`src/rtl/ppi_pkg.sv`:
```
// Package: shared register selects and control-word helpers for the
// three-port parallel block. Assumes an 8-bit control word.
package ppi_pkg;
    typedef enum logic [1:0] {
        SEL_A    = 2'd0,
        SEL_B    = 2'd1,
        SEL_C    = 2'd2,
        SEL_CTRL = 2'd3
    } reg_sel_e;

    localparam logic [7:0] CTRL_RESET = 8'h9B;

    // Direction bit positions inside the control word (1 = input)
    localparam int DIR_A_BIT  = 4;
    localparam int DIR_CU_BIT = 3;
    localparam int DIR_B_BIT  = 1;
    localparam int DIR_CL_BIT = 0;

    // True when a mode-set word asks only for the simple mode
    function automatic logic simple_mode_ok(input logic [7:0] w);
        return (w[6:5] == 2'b00) && !w[2];
    endfunction
endpackage

```
`src/rtl/ppi_decode.sv`:
```
// Module: turns the host strobes and address into one-cycle register
// write enables and a read enable. Assumes the strobes are synchronous to clk.
module ppi_decode
    import ppi_pkg::*;
(
    input  logic       cs_n,
    input  logic       rd_n,
    input  logic       wr_n,
    input  logic [1:0] addr,
    output logic       wr_a,
    output logic       wr_b,
    output logic       wr_c,
    output logic       wr_ctrl,
    output logic       rd_en
);
    logic wr_any;

    // Qualify the strobes with chip select
    always_comb begin
        wr_any  = !cs_n && !wr_n;
        rd_en   = !cs_n && !rd_n;
        wr_a    = wr_any && (addr == SEL_A);
        wr_b    = wr_any && (addr == SEL_B);
        wr_c    = wr_any && (addr == SEL_C);
        wr_ctrl = wr_any && (addr == SEL_CTRL);
    end
endmodule

```
`src/rtl/ppi_ctrl.sv`:
```
// Module: holds the mode word and the refused-mode flag. Accepted words
// produce a load pulse that clears the port latches. Assumes that a write
// with bit 7 clear is a single-bit port-C request and ignores it.
module ppi_ctrl
    import ppi_pkg::*;
(
    input  logic       clk,
    input  logic       rst_n,
    input  logic       wr_ctrl,
    input  logic [7:0] din,
    output logic [7:0] ctrl_q,
    output logic       load,
    output logic       err_q
);
    logic is_set;
    logic supported;

    // Classify the incoming control write
    always_comb begin
        is_set    = wr_ctrl && din[7];
        supported = simple_mode_ok(din);
        load      = is_set && supported;
    end

    // Update the mode word and the error flag
    always_ff @(posedge clk) begin
        if (!rst_n) begin
            ctrl_q <= CTRL_RESET;
            err_q  <= 1'b0;
        end else if (load) begin
            ctrl_q <= din;
            err_q  <= 1'b0;
        end else if (is_set) begin
            err_q  <= 1'b1;
        end
    end

    assert_reset_word_R1: assert property (@(posedge clk)
        !rst_n |=> (ctrl_q == CTRL_RESET) && !err_q);

    assert_refused_keeps_R8: assert property (@(posedge clk) disable iff (!rst_n)
        (is_set && !supported) |=> $stable(ctrl_q) && err_q);

    assert_bit7_ignored_R9: assert property (@(posedge clk) disable iff (!rst_n)
        (wr_ctrl && !din[7]) |=> $stable(ctrl_q) && $stable(err_q));

    assert_accept_word_R11: assert property (@(posedge clk) disable iff (!rst_n)
        load |=> (ctrl_q == $past(din)) && !err_q);
endmodule

```
`src/rtl/ppi_slice.sv`:
```
// Module: one port pin group of width W. It holds an output latch, drives
// the pins only when set as output, and returns the latch or the pins for a
// read. Assumes clr and wr never fire together (they decode different addresses).
module ppi_slice #(
    parameter int W = 8
) (
    input  logic         clk,
    input  logic         rst_n,
    input  logic         wr,
    input  logic         clr,
    input  logic [W-1:0] din,
    input  logic         dir_in,
    input  logic [W-1:0] pin_in,
    output logic [W-1:0] pin_out,
    output logic [W-1:0] pin_oe,
    output logic [W-1:0] rd_val
);
    logic [W-1:0] latch_q;

    // Output latch: cleared by reset or mode load, loaded by port write
    always_ff @(posedge clk) begin
        if (!rst_n)   latch_q <= '0;
        else if (clr) latch_q <= '0;
        else if (wr)  latch_q <= din;
    end

    // Pin drive and read-back selection by direction
    always_comb begin
        pin_oe  = dir_in ? '0 : '1;
        pin_out = dir_in ? '0 : latch_q;
        rd_val  = dir_in ? pin_in : latch_q;
    end

    assert_clear_latch_R7: assert property (@(posedge clk) disable iff (!rst_n)
        clr |=> (latch_q == '0));

    assert_write_drives_R4: assert property (@(posedge clk) disable iff (!rst_n)
        (wr && !clr && !dir_in) |=> (pin_out == $past(din)) || $changed(dir_in));
endmodule

```
`src/rtl/ppi_top.sv`:
```
// Module: top of the three-port parallel block, simple mode only. Ports A
// and B are single byte slices. Port C is built as two half slices, each
// with its own direction bit. Assumes a synchronous host bus: writes commit
// on the clock edge and reads are combinational.
module ppi_top
    import ppi_pkg::*;
#(
    parameter int DW = 8
) (
    input  logic          clk,
    input  logic          rst_n,
    input  logic          cs_n,
    input  logic          rd_n,
    input  logic          wr_n,
    input  logic [1:0]    addr,
    input  logic [DW-1:0] bus_din,
    output logic [DW-1:0] bus_dout,
    output logic          bus_oe,
    input  logic [DW-1:0] pa_in,
    output logic [DW-1:0] pa_out,
    output logic [DW-1:0] pa_oe,
    input  logic [DW-1:0] pb_in,
    output logic [DW-1:0] pb_out,
    output logic [DW-1:0] pb_oe,
    input  logic [DW-1:0] pc_in,
    output logic [DW-1:0] pc_out,
    output logic [DW-1:0] pc_oe,
    output logic          mode_err
);
    localparam int HALF = DW / 2;

    logic wr_a, wr_b, wr_c, wr_ctrl, rd_en, load;
    logic [7:0]    ctrl_q;
    logic [DW-1:0] rd_a, rd_b, rd_c;

    ppi_decode u_dec (
        .cs_n(cs_n), .rd_n(rd_n), .wr_n(wr_n), .addr(addr),
        .wr_a(wr_a), .wr_b(wr_b), .wr_c(wr_c), .wr_ctrl(wr_ctrl), .rd_en(rd_en)
    );

    ppi_ctrl u_ctrl (
        .clk(clk), .rst_n(rst_n), .wr_ctrl(wr_ctrl), .din(bus_din[7:0]),
        .ctrl_q(ctrl_q), .load(load), .err_q(mode_err)
    );

    ppi_slice #(.W(DW)) u_pa (
        .clk(clk), .rst_n(rst_n), .wr(wr_a), .clr(load), .din(bus_din),
        .dir_in(ctrl_q[DIR_A_BIT]), .pin_in(pa_in),
        .pin_out(pa_out), .pin_oe(pa_oe), .rd_val(rd_a)
    );

    ppi_slice #(.W(DW)) u_pb (
        .clk(clk), .rst_n(rst_n), .wr(wr_b), .clr(load), .din(bus_din),
        .dir_in(ctrl_q[DIR_B_BIT]), .pin_in(pb_in),
        .pin_out(pb_out), .pin_oe(pb_oe), .rd_val(rd_b)
    );

    // Port C halves: index 0 is the lower half, index 1 the upper half
    for (genvar gi = 0; gi < 2; gi++) begin : g_pc
        localparam int DBIT = (gi == 0) ? DIR_CL_BIT : DIR_CU_BIT;
        ppi_slice #(.W(HALF)) u_half (
            .clk(clk), .rst_n(rst_n), .wr(wr_c), .clr(load),
            .din(bus_din[gi*HALF +: HALF]),
            .dir_in(ctrl_q[DBIT]), .pin_in(pc_in[gi*HALF +: HALF]),
            .pin_out(pc_out[gi*HALF +: HALF]), .pin_oe(pc_oe[gi*HALF +: HALF]),
            .rd_val(rd_c[gi*HALF +: HALF])
        );
    end

    // Read-back mux, quiet when not selected for read
    always_comb begin
        bus_oe   = rd_en;
        bus_dout = '0;
        if (rd_en) begin
            unique case (addr)
                SEL_A:    bus_dout = rd_a;
                SEL_B:    bus_dout = rd_b;
                SEL_C:    bus_dout = rd_c;
                default:  bus_dout = DW'(ctrl_q);
            endcase
        end
    end

    assert_bus_quiet_R2: assert property (@(posedge clk) disable iff (!rst_n)
        (cs_n || rd_n) |-> (!bus_oe && bus_dout == '0));

    assert_deselect_R10: assert property (@(posedge clk) disable iff (!rst_n)
        cs_n |=> $stable(ctrl_q) && $stable(mode_err) && $stable(pa_out)
                 && $stable(pb_out) && $stable(pc_out));

    assert_half_drive_R6: assert property (@(posedge clk) disable iff (!rst_n)
        ($countones(pc_oe[HALF-1:0]) == 0 || $countones(pc_oe[HALF-1:0]) == HALF));
endmodule

```
`config.mk`:
```
export PLATFORM = sky130hd
export DESIGN_NAME = ppi_top
export DESIGN_NICKNAME = d
export VERILOG_FILES = /design/src/rtl/ppi_pkg.sv /design/src/rtl/ppi_decode.sv /design/src/rtl/ppi_ctrl.sv /design/src/rtl/ppi_slice.sv /design/src/rtl/ppi_top.sv
export SDC_FILE = /design/constraint.sdc
export NUM_CORES = 1
export LEC_CHECK = 0
export BUFFER_PORTS_ARGS = -buffer_cell sky130_fd_sc_hd__buf_2
export CAP_MARGIN = 40
export CORE_AREA = 2 2 72 74
export CTS_BUF_LIST = sky130_fd_sc_hd__clkbuf_4
export DETAILED_ROUTE_END_ITERATION = 6
export DIE_AREA = 0 0 74 76
export PLACE_DENSITY = 0.78
export SYNTH_ARGS = -nofsm -noshare
export SYNTH_HDL_FRONTEND = slang
export SYNTH_SLANG_ARGS = --single-unit
```
`constraint.sdc`:
```
create_clock -name clk -period 1.3 [get_ports clk]
set_input_delay 0.13 -clock clk [delete_from_list [all_inputs] [get_ports clk]]
set_output_delay 0.13 -clock clk [all_outputs]
set_load 0.01 [all_outputs]
```
# Word-level counts from Yosys, hierarchy flattened
# Cells that the tools add are included.
# W data, S select, Z words.
[totals]
elab_cells = 40
ff_bits = 33
inputBits = 39
[classes]
eq_ne = 3
bitwise_logic = 1
n_mux = 14
reduce_logical = 16
[ops]
columns = ["cell", "n"]
rows = [
  ["$mux W8", 7],
  ["$mux W4", 6],
  ["$pmux W8 S3", 1],
  ["$logic_and A1 B1 Y1", 9],
  ["$eq A2 B2 Y1 const B", 2],
  ["$logic_not A1 Y1", 4],
  ["$logic_not A2 Y1", 2],
  ["$eq A2 B1 Y1 const B", 1],
  ["$reduce_or A2 Y1", 1],
  ["$not A1 Y1", 1],
]

# Logic depth before layout (Yosys ltp)
[depth]
word_depth = 6
mapped_depth = 6
mapped_depth_nobuf = 3

# Modules after synthesis
# A second synthesis with hierarchy kept.
[hier_totals]
hier_cells = 224
hier_area_um2 = 2100.8
[by_module_without_submodules]
columns = ["mod", "cells_per_inst", "area_each_um2", "seq_area_each_um2", "instances"]
rows = [
  ["ppi_slice at u_pa ...", 52, 473.0, 160.2, 2],
  ["ppi_slice at g_pc[0].u_half ...", 27, 261.5, 80.1, 2],
  ["ppi_ctrl", 32, 336.6, 180.2, 1],
  ["ppi_top", 29, 255.2, 0.0, 1],
  ["ppi_decode", 5, 40.0, 0.0, 1],
]

# Least setup slack after synthesis
# No wires, ideal clock.
[synth_path]
path_kind = "reg-to-output"
from = "register u_ctrl.ctrl_q[1]"
to = "output bus_dout[2]"
path_stages_with_launch = 6
t_required_ps = 1170
path_slack_ps = -109
arrival_time_ps = 1279
path_cell_list = "dfxtp_1 -> clkbuf_1 -> clkbuf_1 -> a21o_1 -> o21ai_0 -> a21oi_1"
[synth_via]
elab_chain_len = 3
[synth_lines]
columns = ["element", "line_no", "text"]
rows = [
  ["start: declaration", "ppi_ctrl.sv:11", "output logic [7:0] ctrl_q,"],
  ["start signal: assignment", "ppi_ctrl.sv:31", "ctrl_q <= din;"],
  ["$mux W8", "ppi_slice.sv:31", "rd_val = dir_in ? pin_in : latch_q;"],
  ["$pmux W8 S3", "ppi_top.sv:75", "unique case (addr)"],
  ["$mux W8", "ppi_top.sv:74", "if (rd_en) begin"],
  ["end: declaration", "ppi_top.sv:17", "output logic [DW-1:0] bus_dout,"],
]
# Every way passes these cells.

# Final worst setup path
[layout_path]
from = "register u_ctrl.ctrl_q[4]"
to = "output bus_dout[7]"
# The elaborated chain is that of the path after synthesis.

==> results.toml <==
[timing]
tightest_slew_ns = 0.490
fin_crit_sh = 1.29
final-setup-viol-count = 25
period_minus_slack_ns = 1.68
fmax_ghz = 0.597
hold_slack_ns = 0.0526
hold_viol_final = 0
slew_violations = 0
finalWorstSetupSlack_ns = -0.376
clock_skew_ns = 0
tns_ns = -3.70
rsz0062_at_grt = "yes"
timing.slew.headroom = 0.672

[routing]
wl_per_cell_um = 16.4
vias_per_cell = 5.24
drc = 0
antenna_left = 0
vias = 2292
first_pass_iters = 4
wirelength_um = 7160
drt_iter0_drc = 194

[logic_synthesis]
yosysSeqAreaShare = 0.319
synth.distinct_cells = 29
syn_avg_cell_area_sq_um = 8.16
ys_warn_count = 0
synth_area_sq_mm = 0.00207
synthCells = 254
yosys-top-cells-area = "dfxtp_1 32%, nor2b_1 9.4%, mux2i_1 8.7%"
ys_ff_latch = 33
yosysTopAreaCell = "dfxtp_1"
yosysTopAreaCellShare = 0.319
syn_nets = 293

[worst_setup_path]
critPathKind = "reg -> out"
critPathTopFamily = "flip-flops"
crit_slowest_cell = "dfxtp_4"
critPathLaunchType = "register"
crit_chain = "buf_8 -> mux2i_2 -> o22a_1 -> a21oi_2 -> buf_2"
slowest_delay_ns = 0.39
cp_max_fo = 8
cp_num_buf_inv = 2
cp.required_ns = 1.17
cp_data_arrival_time_ns = 1.55
end_kind = "primary output"

[place]
dp_hpwl_um = 4950
routabilityCongestion = 0.872
io_buffer_count = 96

[cts]
cts_num_sinks = 33
cts_buffers = 5
htree_num_levels = 2
cts-hold-fix-buffers = 0
cts_buffer_depth = 2
ctsRootBufferMaster = "clkbuf_4"
path_clk_slew_ns = 0.11
tritoncts = "built"
clk_latency_ns = 0.35

[global_routing]
grtUsageTotal = 0.252
antenna_found_initial = 0
grt_pass1_wl_um = 10900
grt_max_degree = 16
gr-total-overflow = 0
grt_pass1_vias = 2182

[power_and_ir_drop]
p_per_area_mw_per_mm2 = 642
peakVddDrop_mv = 0.589
p_leak_uw = 0.00144

[floorplan]
die_y_um = 76
start_util = 0.422
dieArea_sq_mm = 0.00562
design.core.area_sq_mm = 0.00491
io_pins = 97
die-width_um = 74
num_rows = 26

[run]
drv_cap = 0

[layout]
drive_above_1_share = 0.548
area_growth_syn_to_layout_pct = 54.3
antennaDiodeCount = 0
fin_nets = 405

[run_status]
outcome = "finished, violations left"
violations = "setup timing"

[hold_path]
hold_path_class = "in -> reg"
-- cell type report --
class	instances	area [sq um]
fill	371	1710
multi-input combinational	176	1310
timing repair buffer	142	1030
sequential	33	676
tap	70	87.6
clock buffer	6	45.0
inverter	8	37.5
clock inverter	2	10.0
-- synth_stat cells --
cell / n
or2_2: 3
or4b_4: 1
nor4b_2: 2
a221oi_1: 1
o22a_1: 3
or4b_2: 1
o22ai_1: 1
a41oi_1: 1
nor3_4: 1
dfxtp_1: 33
nor2b_1: 31
mux2_2: 8
nand2_1: 34
buf_6: 3
a21oi_1: 24
o21ai_0: 15
a22oi_1: 4
buf_1: 1
nand2b_1: 1
a21o_1: 9
clkbuf_1: 8
nor2_1: 15
o31ai_4: 1
or4b_1: 1
mux2i_1: 18
buf_4: 20
inv_1: 8
nor4_4: 1
buf_2: 5
-- through the flow --
step / cells / setup slack (ns) / total power, uW / cell area, sq um / utilization
2_1_floorplan: 254 / -0.0142 / 1250 / 2100 / -
3_3_place_gp: 424 / -0.121 / 1420 / 2750 / 0.560
3_5_place_dp: 424 / -0.155 / 1430 / 2750 / 0.560
4_1_cts: 437 / -0.336 / 2040 / 3070 / 0.625
5_1_grt: 437 / -0.448 / 2130 / 3200 / 0.651
6_report: 437 / -0.376 / 2050 / 3200 / 0.651
-- routing by layer --
| layer | wire length (um) | vias to the layer above | track usage |
|---|---|---|---|
| li1 | - | 1067 | - |
| met1 | 2990 | 1081 | 0.325 |
| met2 | 3410 | 119 | 0.400 |
| met3 | 544 | 25 | 0.0622 |
| met4 | 218 | 0 | 0.100 |
| met5 | 0 | - | 0 |
-- power by group --
group / total, uW / switching, uW / internal, uW
combinational: 414 / 213 / 201
clock: 608 / 381 / 227
sequential: 1030 / 12.8 / 1020
total: 2050 / 606 / 1450
-- repair_timing --
item / CTS / global route
endpoints found under the setup margin: 41 / 41
buffers inserted: 9 / 2
gates resized for setup: 63 / 32
pin swaps: 7 / 5
gates cloned: 0 / 0
-- cell usage in the layout (no fill, tap or decap), types with 4 or more instances in the layout --
cell type / n
buf_2: 77
nand2_1: 33
buf_4: 31
dfxtp_1: 29
buf_6: 29
nor2b_1: 20
a21oi_1: 20
nor2_1: 15
mux2i_1: 15
nor2b_4: 10
o21ai_0: 10
a21o_1: 9
mux2_4: 6
clkbuf_4: 6
inv_1: 5
a22oi_2: 4
o21ai_1: 4
a21oi_2: 4
dfxtp_4: 4
-- worst paths after layout --
kind	end	startpoint	depth (start not counted)	slack [ns]
min	g_pc[1].u_half.latch_q[0]	bus_din[4]	3	0.05
min reg2reg	u_ctrl.ctrl_q[6]	u_ctrl.ctrl_q[6]	2	0.42
max	bus_dout[7]	u_ctrl.ctrl_q[4]	5	-0.38
max reg2reg	u_ctrl.ctrl_q[4]	u_ctrl.ctrl_q[4]	4	0.34
-- logic make-up (layout without fill, tap and decap cells) --
| group | count (synthesis) | in the layout | share of synthesized area |
|---|---|---|---|
| DFF | 33 | 33 | 0.319 |
| muxes | 26 | 26 | 0.130 |
| and+or+nand+nor | 91 | 91 | 0.243 |
| AOI/OAI and AO/OA | 59 | 59 | 0.176 |
| buffers and inverters | 45 | 158 | 0.132 |
-- tightest hold or removal path: stages --
cell and delay, ns:
buf_2 0.13, nand2_1 0.06, a21oi_1 0.05
-- registers in the layout, indices dropped and copies added (netlist names) --
register / count
u_pb.latch_q: 8
g_pc.u_half.latch_q: 8
u_pa.latch_q: 8
u_ctrl.err_q: 1
u_ctrl.ctrl_q: 8
Note: power is estimated with default switching activity, not from simulation.
